[config.mk]
export PLATFORM = sky130hd
export DESIGN_NAME = lcdt_raster
export DESIGN_NICKNAME = d
export VERILOG_FILES = /design/src/rtl/lcdt_pkg.sv /design/src/rtl/lcdt_shadow.sv /design/src/rtl/lcdt_axis.sv /design/src/rtl/lcdt_raster.sv
export SDC_FILE = /design/constraint.sdc
export NUM_CORES = 1
export LEC_CHECK = 0
export BUFFER_PORTS_ARGS = -buffer_cell sky130_fd_sc_hd__buf_2
export CELL_PAD_IN_SITES_DETAIL_PLACEMENT = 0
export CELL_PAD_IN_SITES_GLOBAL_PLACEMENT = 1
export CORE_AREA = 5 5 160 162
export CTS_BUF_LIST = sky130_fd_sc_hd__clkbuf_8
export DETAILED_ROUTE_END_ITERATION = 16
export DIE_AREA = 0 0 165 167
export HOLD_SLACK_MARGIN = 0.15
export PLACE_DENSITY_LB_ADDON = 0.1
export SKIP_LAST_GASP = 1
export SLEW_MARGIN = 20
export SYNTH_ARGS = -nofsm -noshare
export SYNTH_HDL_FRONTEND = slang
export SYNTH_SLANG_ARGS = --single-unit
[constraint.sdc]
create_clock -name clk -period 9 [get_ports clk]
set_clock_uncertainty 0.2 [all_clocks]
set_input_delay 0.9 -clock clk [delete_from_list [all_inputs] [get_ports clk]]
set_output_delay 0.9 -clock clk [all_outputs]
set_load 0.1 [all_outputs]
[src/rtl/lcdt_pkg.sv]
// Shared types for the raster timing generator.
// Assumes every timing length fits the register width below.
package lcdt_pkg;
    // Width of every timing length and of the pixel indices.
    localparam int unsigned CFG_W = 12;
    // Position counters are wider so that the sum of four lengths cannot wrap.
    localparam int unsigned POS_W = CFG_W + 2;

    // One scan axis: sync, back porch, active span, front porch.
    typedef struct packed {
        logic [CFG_W-1:0] sync;
        logic [CFG_W-1:0] back;
        logic [CFG_W-1:0] act;
        logic [CFG_W-1:0] front;
    } axis_cfg_t;
endpackage

[src/rtl/lcdt_shadow.sv]
// Holds the timing lengths and tearing mode used by the running frame.
// It captures the live inputs during reset and on the clock that closes a
// frame, so that a host write in mid-frame never changes the current frame.
module lcdt_shadow
    import lcdt_pkg::*;
(
    input  logic      clk,
    input  logic      rst_n,
    input  logic      load,
    input  axis_cfg_t h_in,
    input  axis_cfg_t v_in,
    input  logic      te_mode_in,
    output axis_cfg_t h_cfg,
    output axis_cfg_t v_cfg,
    output logic      te_mode
);

    // Capture the configuration during reset or at a frame boundary.
    always_ff @(posedge clk) begin
        if (!rst_n || load) begin
            h_cfg   <= h_in;
            v_cfg   <= v_in;
            te_mode <= te_mode_in;
        end
    end

endmodule

[src/rtl/lcdt_axis.sv]
// Position counter for one scan axis (pixels in a line, or lines in a frame).
// It moves one step when 'step' is high and wraps after the front porch.
// It decodes the sync window, the active window and the zero-based index
// inside the active window.
// Assumes sync >= 1 and act >= 1; porches may be zero.
module lcdt_axis
    import lcdt_pkg::*;
(
    input  logic             clk,
    input  logic             rst_n,
    input  logic             step,
    input  axis_cfg_t        cfg,
    output logic             last,
    output logic             in_sync,
    output logic             in_act,
    output logic [CFG_W-1:0] idx
);

    logic [POS_W-1:0] pos;
    logic [POS_W-1:0] act_lo;
    logic [POS_W-1:0] act_hi;
    logic [POS_W-1:0] end_pos;

    // Window edges derived from the lengths.
    always_comb begin
        act_lo  = POS_W'(cfg.sync) + POS_W'(cfg.back);
        act_hi  = act_lo + POS_W'(cfg.act);
        end_pos = act_hi + POS_W'(cfg.front) - POS_W'(1);
    end

    // Decode the current position into windows and an active index.
    always_comb begin
        last    = (pos == end_pos);
        in_sync = (pos < POS_W'(cfg.sync));
        in_act  = (pos >= act_lo) && (pos < act_hi);
        idx     = in_act ? CFG_W'(pos - act_lo) : '0;
    end

    // Advance the position and wrap at the end of the period.
    always_ff @(posedge clk) begin
        if (!rst_n) begin
            pos <= '0;
        end else if (step) begin
            pos <= last ? '0 : pos + POS_W'(1);
        end
    end

endmodule

[src/rtl/lcdt_raster.sv]
// Raster timing generator for a RAM-less RGB panel.
// A horizontal counter steps on every clock. A vertical counter steps when a
// line wraps. The syncs, data-valid, tearing flag and pixel-shift enable are
// registered from the counter state, so the combinational col_o/line_o
// indices lead data-valid by one clock, which leaves room for one cycle of
// frame-buffer read latency.
// Assumes sync lengths and active sizes >= 1.
module lcdt_raster
    import lcdt_pkg::*;
(
    input  logic             clk,
    input  logic             rst_n,
    input  logic [CFG_W-1:0] h_sync_len,
    input  logic [CFG_W-1:0] h_back_len,
    input  logic [CFG_W-1:0] h_act_len,
    input  logic [CFG_W-1:0] h_front_len,
    input  logic [CFG_W-1:0] v_sync_len,
    input  logic [CFG_W-1:0] v_back_len,
    input  logic [CFG_W-1:0] v_act_len,
    input  logic [CFG_W-1:0] v_front_len,
    input  logic             hs_pol,
    input  logic             vs_pol,
    input  logic             te_mode,
    output logic             hsync_o,
    output logic             vsync_o,
    output logic             pclk_en_o,
    output logic             de_o,
    output logic [CFG_W-1:0] col_o,
    output logic [CFG_W-1:0] line_o,
    output logic             te_o
);

    axis_cfg_t        h_live, v_live, h_cfg, v_cfg;
    logic             te_mode_s;
    logic             h_last, h_sync, h_act;
    logic             v_last, v_sync, v_act;
    logic [CFG_W-1:0] h_idx, v_idx;
    logic             frame_wrap, pix_act, te_raw;
    logic             hs_q, vs_q, de_q, te_q, pen_q;

    // Collect the live length inputs into axis records.
    always_comb begin
        h_live = '{sync: h_sync_len, back: h_back_len, act: h_act_len, front: h_front_len};
        v_live = '{sync: v_sync_len, back: v_back_len, act: v_act_len, front: v_front_len};
    end

    lcdt_shadow u_shadow (
        .clk        (clk),
        .rst_n      (rst_n),
        .load       (frame_wrap),
        .h_in       (h_live),
        .v_in       (v_live),
        .te_mode_in (te_mode),
        .h_cfg      (h_cfg),
        .v_cfg      (v_cfg),
        .te_mode    (te_mode_s)
    );

    lcdt_axis u_h_axis (
        .clk     (clk),
        .rst_n   (rst_n),
        .step    (1'b1),
        .cfg     (h_cfg),
        .last    (h_last),
        .in_sync (h_sync),
        .in_act  (h_act),
        .idx     (h_idx)
    );

    lcdt_axis u_v_axis (
        .clk     (clk),
        .rst_n   (rst_n),
        .step    (h_last),
        .cfg     (v_cfg),
        .last    (v_last),
        .in_sync (v_sync),
        .in_act  (v_act),
        .idx     (v_idx)
    );

    // Frame boundary, active-pixel decode and tearing condition.
    always_comb begin
        frame_wrap = h_last && v_last;
        pix_act    = h_act && v_act;
        te_raw     = !v_act || (te_mode_s && !h_act);
    end

    // Fetch indices, one clock ahead of data-valid.
    always_comb begin
        col_o  = pix_act ? h_idx : '0;
        line_o = pix_act ? v_idx : '0;
    end

    // Register the panel strobes from the counter state.
    always_ff @(posedge clk) begin
        if (!rst_n) begin
            hs_q  <= 1'b0;
            vs_q  <= 1'b0;
            de_q  <= 1'b0;
            te_q  <= 1'b0;
            pen_q <= 1'b0;
        end else begin
            hs_q  <= h_sync;
            vs_q  <= v_sync;
            de_q  <= pix_act;
            te_q  <= te_raw;
            pen_q <= 1'b1;
        end
    end

    // Apply the programmable sync polarity.
    always_comb begin
        hsync_o   = hs_pol ? hs_q : !hs_q;
        vsync_o   = vs_pol ? vs_q : !vs_q;
        de_o      = de_q;
        te_o      = te_q;
        pclk_en_o = pen_q;
    end

endmodule

==> results of run 1 <==
[critical path, delay by kind of cell, from the launching register on]
family,cells,cell delay (ns)
AO/OA/AOI/OAI,11,2.23
XOR/XNOR,1,0.11
adder cells (fa/ha/maj),4,1.12
buffers and inverters,3,0.84
flip-flops,1,0.40
AND/OR/NAND/NOR,8,1.49
[cell usage after synthesis (all sizes together), types with 5 or more instances]
cell    count  share of area
nor4b       5         0.0041
nor4       12         0.0083
nand3b      6         0.0043
dfxtp      33          0.062
edfxtp     97           0.28
o211ai      7         0.0050
o31ai       6         0.0047
a21o       34          0.024
nor3       34          0.016
nand3      25          0.012
or3         8         0.0052
inv       136          0.048
nand4      13         0.0077
and2        5         0.0030
a21oi      76          0.036
a31o        5         0.0041
nand2      38          0.013
a31oi      12         0.0071
nor2       75          0.027
o21ai      48          0.023
xnor2      69          0.057
nand2b     16         0.0095
ha        160           0.19
or2        12         0.0071
a21bo       5         0.0047
o21bai      7         0.0050
o21a       14         0.0099
and3       10         0.0061
nor2b      18          0.011
clkbuf      6         0.0021
a211oi     13         0.0097
fa          8          0.015
xor2       49          0.041
[final timing paths]
check | depth (start not counted) | end | from
setup / recovery | 27 | col_o[5] | u_shadow.v_cfg[36]
hold / removal | 1 | u_h_axis.pos[0] | u_h_axis.pos[0]
setup reg to reg | 26 | u_shadow.h_cfg[10] | u_shadow.h_cfg[25]
hold reg to reg | 1 | u_h_axis.pos[0] | u_h_axis.pos[0]
[placed cells by master (no fill, tap or decap), drive strengths merged, types with 7 or more instances in the layout]
master  instances
nand3          25
or2            12
dfxtp          33
buf           135
clkbuf         17
nand4          13
a21o           34
edfxtp         97
and3           10
a21oi          76
fa              8
nor4           12
o21ai          48
a31oi          12
nand2          38
or3             8
nor3           34
inv           143
nor2b          18
xor2           49
ha            160
a211oi         13
o21bai          7
o21a           14
nand2b         16
o211ai          7
nor2           75
xnor2          69
[cells by family after synthesis]
logic type / count (synthesis) / synth area share
muxes: 2 / 0.001891
DFF: 130 / 0.3375
adders and majority gates: 171 / 0.2071
AOI/OAI and AO/OA: 260 / 0.1619
buffers and inverters: 145 / 0.05295
xor gates and xnor gates: 119 / 0.09975
and+or+nand+nor: 284 / 0.1389
[cell type report]
type                       instances  share of cell area
multi-input combinational        836              0.5386
sequential                       130              0.2979
timing repair buffer             135             0.05758
inverter                         136             0.04256
tap                              324             0.03380
clock buffer                      17             0.01951
clock inverter                    15             0.01001
[power by group through the flow]
stage | logic, W | clock network, W | registers, W
after floorplan | 0.00111 | 0 | 0.000699
after global routing | 0.00158 | 0.000515 | 0.000690
after detailed placement | 0.00140 | 0 | 0.000702
after global placement | 0.00141 | 0 | 0.000701
after CTS | 0.00141 | 0.000490 | 0.000688
final | 0.00140 | 0.000474 | 0.000687
[metal layers]
metal | up-vias | track usage
met5 | - | 0
met4 | 0 | 0.05280
met3 | 28 | 0.03188
met2 | 139 | 0.3626
met1 | 3868 | 0.2202
li1 | 4290 | -
[state kept, by name (all words and copies together) (netlist names)]
name,count
de_o,1
u_shadow.h_cfg,48
vs_q,1
pclk_en_o,1
u_shadow.te_mode,1
u_v_axis.pos,14
u_shadow.v_cfg,48
hs_q,1
te_o,1
u_h_axis.pos,14
[through the flow]
step             util  total power (W)  setup WS, ns
5_1_grt        0.5005         0.002783        0.6790
3_5_place_dp   0.4857         0.002105         1.236
3_3_place_gp   0.4857         0.002108         1.421
2_1_floorplan       -         0.001810        0.3965
6_report       0.5005         0.002561         1.242
4_1_cts        0.5005         0.002590         1.149
==> metrics.txt, run 1 <==
status=complete, no violations; MaxCap Viol Count=0; TritonCTS Buffers=17; post_cts resized=0; fin. max-slew vios=0; f_max=128.9 MHz; TritonCTS clock tree=yes; antenna violations before repair=0; Clock transition at path regs=0.09 ns; Syn Area/Cell=9.529 µm²; Wirelength per Cell=16.36 µm; Seq. cell area=0.003573 mm²; Clk Latency, worst-skew pair=0.47 ns; total grt overflow=0; Initial Util=0.4418; Post-CTS Hold Buffers=0; Final Hold Vio Count=0; met3 WL=767 µm; post-layout min period=7.758 ns; Area Overhead vs Synth=13.30%; Final Cell Area=0.01199 mm²; chip width=165 µm; TritonRoute pass-1 iters=7; EDFF count, synth=97; Int Pwr=0.001480 W; count of input and output buffers=129; n_diodes=0; synthesized area=0.01059 mm²; routed wl met2=13860 µm; post-synthesis async set-or-reset flop share=0; yosys warns=0; maximum vdd drop=0.08997 mV; nature of the critical path endpoint=primary output; max_slew headroom=0.3452; number of global-route vias before repair=8419; Chip Height=167 µm; gp weighted congestion=0.8114; largest net degree at the start of global routing=58; DRC viols=0; Core Rows=57; Worst R2R Setup Slack=1.26 ns; sequential fraction of the synthesis area=0.3375; Gate power share=0.547; CP Launch Type=register; #FFs+latches synth=130; dpl cell area=0.01164 mm²; DRT iter0 DRCs=285; Sw Share=0.4221; H-tree depth=4; DR vias=8325; NetSw=0.001081 W; antenna viol nets, final=0; placed wire-length estimate=21260 µm; share of layout cells above drive strength 1=0.1545; clock group share of total power=0.185; CP Class=reg -> out; first-pass GRT wire length=41690 µm; fillers=2409; CP peak stage delay=0.61 ns; root buf cell=clkbuf_8; clock sink total=130; Post-Layout Cell Count=1593; Synth cell types=66; Post-Route WL=26070 µm; RSZ-0062 raised after global routing=false; CTS max path bufs=2; Post-CTS Setup Inserts=0; # setup viols final=0; HP Class=reg -> reg; Placed Cells=1561; multi-input logic area=0.006460 mm²; total track usage=0.1922; WP data arrival=6.66 ns; I/O pin total=130; final worst path period share=0.8620; Seq pwr share=0.268; via/cell ratio=5.226; Pleak=5.511 nW; worst slew pin tran=0.9741 ns; Top Metal Used=met4; required time of the critical path=7.90 ns; Synth Instances=1111; Mapped Nets=1380; dominant synthesized flop cell=edfxtp_1; Min Hold Slack=0.3637 ns; Crit Path Max Fanout=26; core area=0.02396 mm²; TNS Setup=0 ns; die area=0.02756 mm²; slowest CP cell=o41ai_1; met1 wire length=10910 µm; PD cells=213.5 mW/mm²; fin nets=1525
Note: power is estimated with default switching activity, not from simulation.
==> run 2: changes to the inputs <==
--- a/config.mk
+++ b/config.mk
@@ -8,12 +8,13 @@
 export BUFFER_PORTS_ARGS = -buffer_cell sky130_fd_sc_hd__buf_2
 export CELL_PAD_IN_SITES_DETAIL_PLACEMENT = 0
 export CELL_PAD_IN_SITES_GLOBAL_PLACEMENT = 1
-export CORE_AREA = 5 5 160 162
+export CORE_AREA = 5 5 115 225
 export CTS_BUF_LIST = sky130_fd_sc_hd__clkbuf_8
 export DETAILED_ROUTE_END_ITERATION = 16
-export DIE_AREA = 0 0 165 167
+export DIE_AREA = 0 0 120 230
 export HOLD_SLACK_MARGIN = 0.15
 export PLACE_DENSITY_LB_ADDON = 0.1
+export RECOVER_POWER = 100
 export SKIP_LAST_GASP = 1
 export SLEW_MARGIN = 20
 export SYNTH_ARGS = -nofsm -noshare
==> metrics.txt, run 2 (synthesis gave the netlist of run 1 again) <==
status=complete, no violations (unchanged); clock sink total=130 (unchanged); DRC viols=0 (unchanged); CP Class=reg -> out (unchanged); gp weighted congestion=0.8647 (was 0.8114); fin. max-slew vios=0 (unchanged); CTS max path bufs=2 (unchanged); CP Cell Sequence=ha_1 > a21o_1 > a21oi_1 > o21bai_1 > a21oi_1 > nor2b_1 > o21a_1 > o31a_1 > o41ai_1 > xnor2_1 > ha_1 > nand3_1 > o311ai_0 > o21bai_1 > ha_1 > a21oi_1 > nand4_1 > buf_4 > nor4_1 > clkbuf_1; post_cts resized=0 (unchanged); Wirelength per Cell=18.77 µm (was 16.36 µm); Post-Route WL=29220 µm (was 26070 µm); RSZ-0062 raised after global routing=false (unchanged); first-pass GRT wire length=45780 µm (was 41690 µm); fin nets=1526 (was 1525); Chip Height=230 µm (was 167 µm); root buf cell=clkbuf_8 (unchanged); Setup crit end=line_o[2] (was col_o[5]); Worst R2R Path Depth=26 (unchanged); most common cell after layout, fill and taps aside=ha_1 (unchanged); Final Hold Vio Count=0 (unchanged); PD cells=218.5 mW/mm² (was 213.5 mW/mm²); Pwr Total=0.002604 W (was 0.002561 W); max_slew headroom=0.2039 (was 0.3452); CP Launch Type=register (unchanged); CP peak stage delay=0.91 ns (was 0.61 ns); Clock transition at path regs=0.08 ns (was 0.09 ns); TritonRoute pass-1 iters=5 (was 7); total track usage=0.2176 (was 0.1922); slowest CP cell=clkbuf_1 (was o41ai_1); Crit. path cell count=20 (was 27); DR vias=8484 (was 8325); WP data arrival=7.05 ns (was 6.66 ns); required time of the critical path=7.90 ns (about the same); CP delay by family, top=compound AO/OA/AOI/OAI gates (unchanged); Initial Util=0.4425 (was 0.4418); share of layout cells above drive strength 1=0.1276 (was 0.1545); Worst R2R End=u_shadow.v_cfg[0] (was u_shadow.h_cfg[10]); chip width=120 µm (was 165 µm); fillers=2347 (was 2409); H-tree depth=4 (unchanged); n_diodes=0 (unchanged); total grt overflow=0 (unchanged); TNS Setup=0 ns (unchanged); MaxCap Viol Count=0 (unchanged); sum of buffers and inverters on the critical path=2 (was 3); antenna viol nets, final=0 (unchanged); die area=0.02760 mm² (was 0.02756 mm²); f_max=122.6 MHz (was 128.9 MHz); largest net degree at the start of global routing=77 (was 58); Clk Latency, worst-skew pair=0.48 ns (was 0.47 ns); DRT iter0 DRCs=305 (was 285); Area Overhead vs Synth=12.59% (was 13.30%); nature of the critical path endpoint=primary output (unchanged); number of global-route vias before repair=9168 (was 8419); biggest regs=u_shadow.h_cfg: 48 flops, u_shadow.v_cfg: 48 flops (unchanged); worst slew pin tran=1.199 ns (was 0.9741 ns); antenna violations before repair=0 (unchanged); Pleak=5.417 nW (was 5.511 nW); TritonCTS clock tree=yes (unchanged); Crit Path Max Fanout=17 (was 26); Worst R2R Setup Slack=1.03 ns (was 1.26 ns); post-layout min period=8.154 ns (was 7.758 ns); most frequent cells in the layout=ha_1 (160), inv_1 (140), buf_2 (97), edfxtp_1 (97), a21oi_1 (76) (was ha_1 (160), inv_1 (136), buf_2 (129)); count of input and output buffers=129 (unchanged); TritonCTS Buffers=17 (unchanged); # setup viols final=0 (unchanged); crit path from=u_shadow.h_cfg[25] (was u_shadow.v_cfg[36]); Post-CTS Setup Inserts=0 (unchanged); final worst path period share=0.9060 (was 0.8620); core area=0.02392 mm² (was 0.02396 mm²); Core Rows=80 (was 57); reg2reg start=u_shadow.h_cfg[25] (unchanged); maximum vdd drop=0.1445 mV (was 0.08997 mV); Post-CTS Hold Buffers=0 (unchanged); via/cell ratio=5.449 (was 5.226); I/O pin total=130 (unchanged); HP Class=reg -> reg (unchanged); placed wire-length estimate=24370 µm (was 21260 µm)
==> run 2: cell types whose count changed in the layout (fill, tap and decap cells not counted), sizes merged <==
cell / change
clkinv: +1
inv: -3
buf: -31
clkbuf: +33
bufinv: +1
==> run 2: layout make-up <==
class                      count  area [µm²]  share of cell area
clock inverter                14       102.6            0.008608
timing repair buffer         136       676.9             0.05679
inverter                     136       510.5             0.04283
multi-input combinational    836        6449              0.5410
tap                          287       359.1             0.03013
sequential                   130        3573              0.2998
clock buffer                  18       247.7             0.02079
==> run 2: worst register-to-register path: stages, from the launching register on <==
cell      delay, ns
edfxtp_1       0.39
ha_1           0.30
a21o_1         0.19
a21oi_1        0.24
o21bai_1       0.10
a21oi_1        0.44
nor2b_1        0.11
o21a_1         0.20
o31a_1         0.26
nor2_1         0.18
xnor2_1        0.09
ha_1           0.40
nor2_1         0.07
mux2i_1        0.13
o21ai_0        0.11
a211oi_1       0.57
xor2_1         0.14
ha_1           0.40
a21oi_1        0.34
nor2_1         0.09
nor4_1         0.20
nand4_1        0.11
or4_1          0.47
or3_1          0.40
or2_0          0.49
o41ai_4        0.51
buf_4          0.46
==> run 2: how the worst min path moves through the flow <==
stage                    start  cells after the start                 end
6_report       u_h_axis.pos[0]                      1     u_h_axis.pos[0]
5_1_grt          v_sync_len[7]                      1  u_shadow.v_cfg[43]
4_1_cts         h_front_len[6]                      1   u_shadow.h_cfg[6]
3_5_place_dp   u_h_axis.pos[0]                      1     u_h_axis.pos[0]
3_3_place_gp   u_h_axis.pos[0]                      1     u_h_axis.pos[0]
2_1_floorplan  u_h_axis.pos[0]                      1     u_h_axis.pos[0]
==> run 2: per-layer routing <==
metal | vias to the layer above | track usage | routed length [µm]
li1 | 4293 | - | -
met1 | 3963 | 0.1862 | 9573
met2 | 155 | 0.4459 | 17130
met3 | 73 | 0.03246 | 725
met4 | 0 | 0.1373 | 1792
met5 | - | 0 | 0
==> run 2: where the power goes <==
group          internal (W)  switching, W  total [W]  leakage, nW
sequential         0.000674     0.0000135   0.000687         1.22
clock              0.000218      0.000243   0.000461        0.186
combinational      0.000614      0.000841    0.00146         4.01
==> run 2: per-stage QoR <==
step           area (µm²)  setup slack (ns)  hold WS [ns]  utilization  std cells
2_1_floorplan       10590            0.3965        0.2700            -       1111
4_1_cts             11960             1.113        0.3472       0.5001       1557
6_report            11920            0.8460        0.3578       0.4982       1557
3_5_place_dp        11610             1.254        0.3418       0.4855       1525
3_3_place_gp        11610             1.375        0.3286       0.4855       1525
5_1_grt             11920            0.2758        0.3497       0.4982       1557
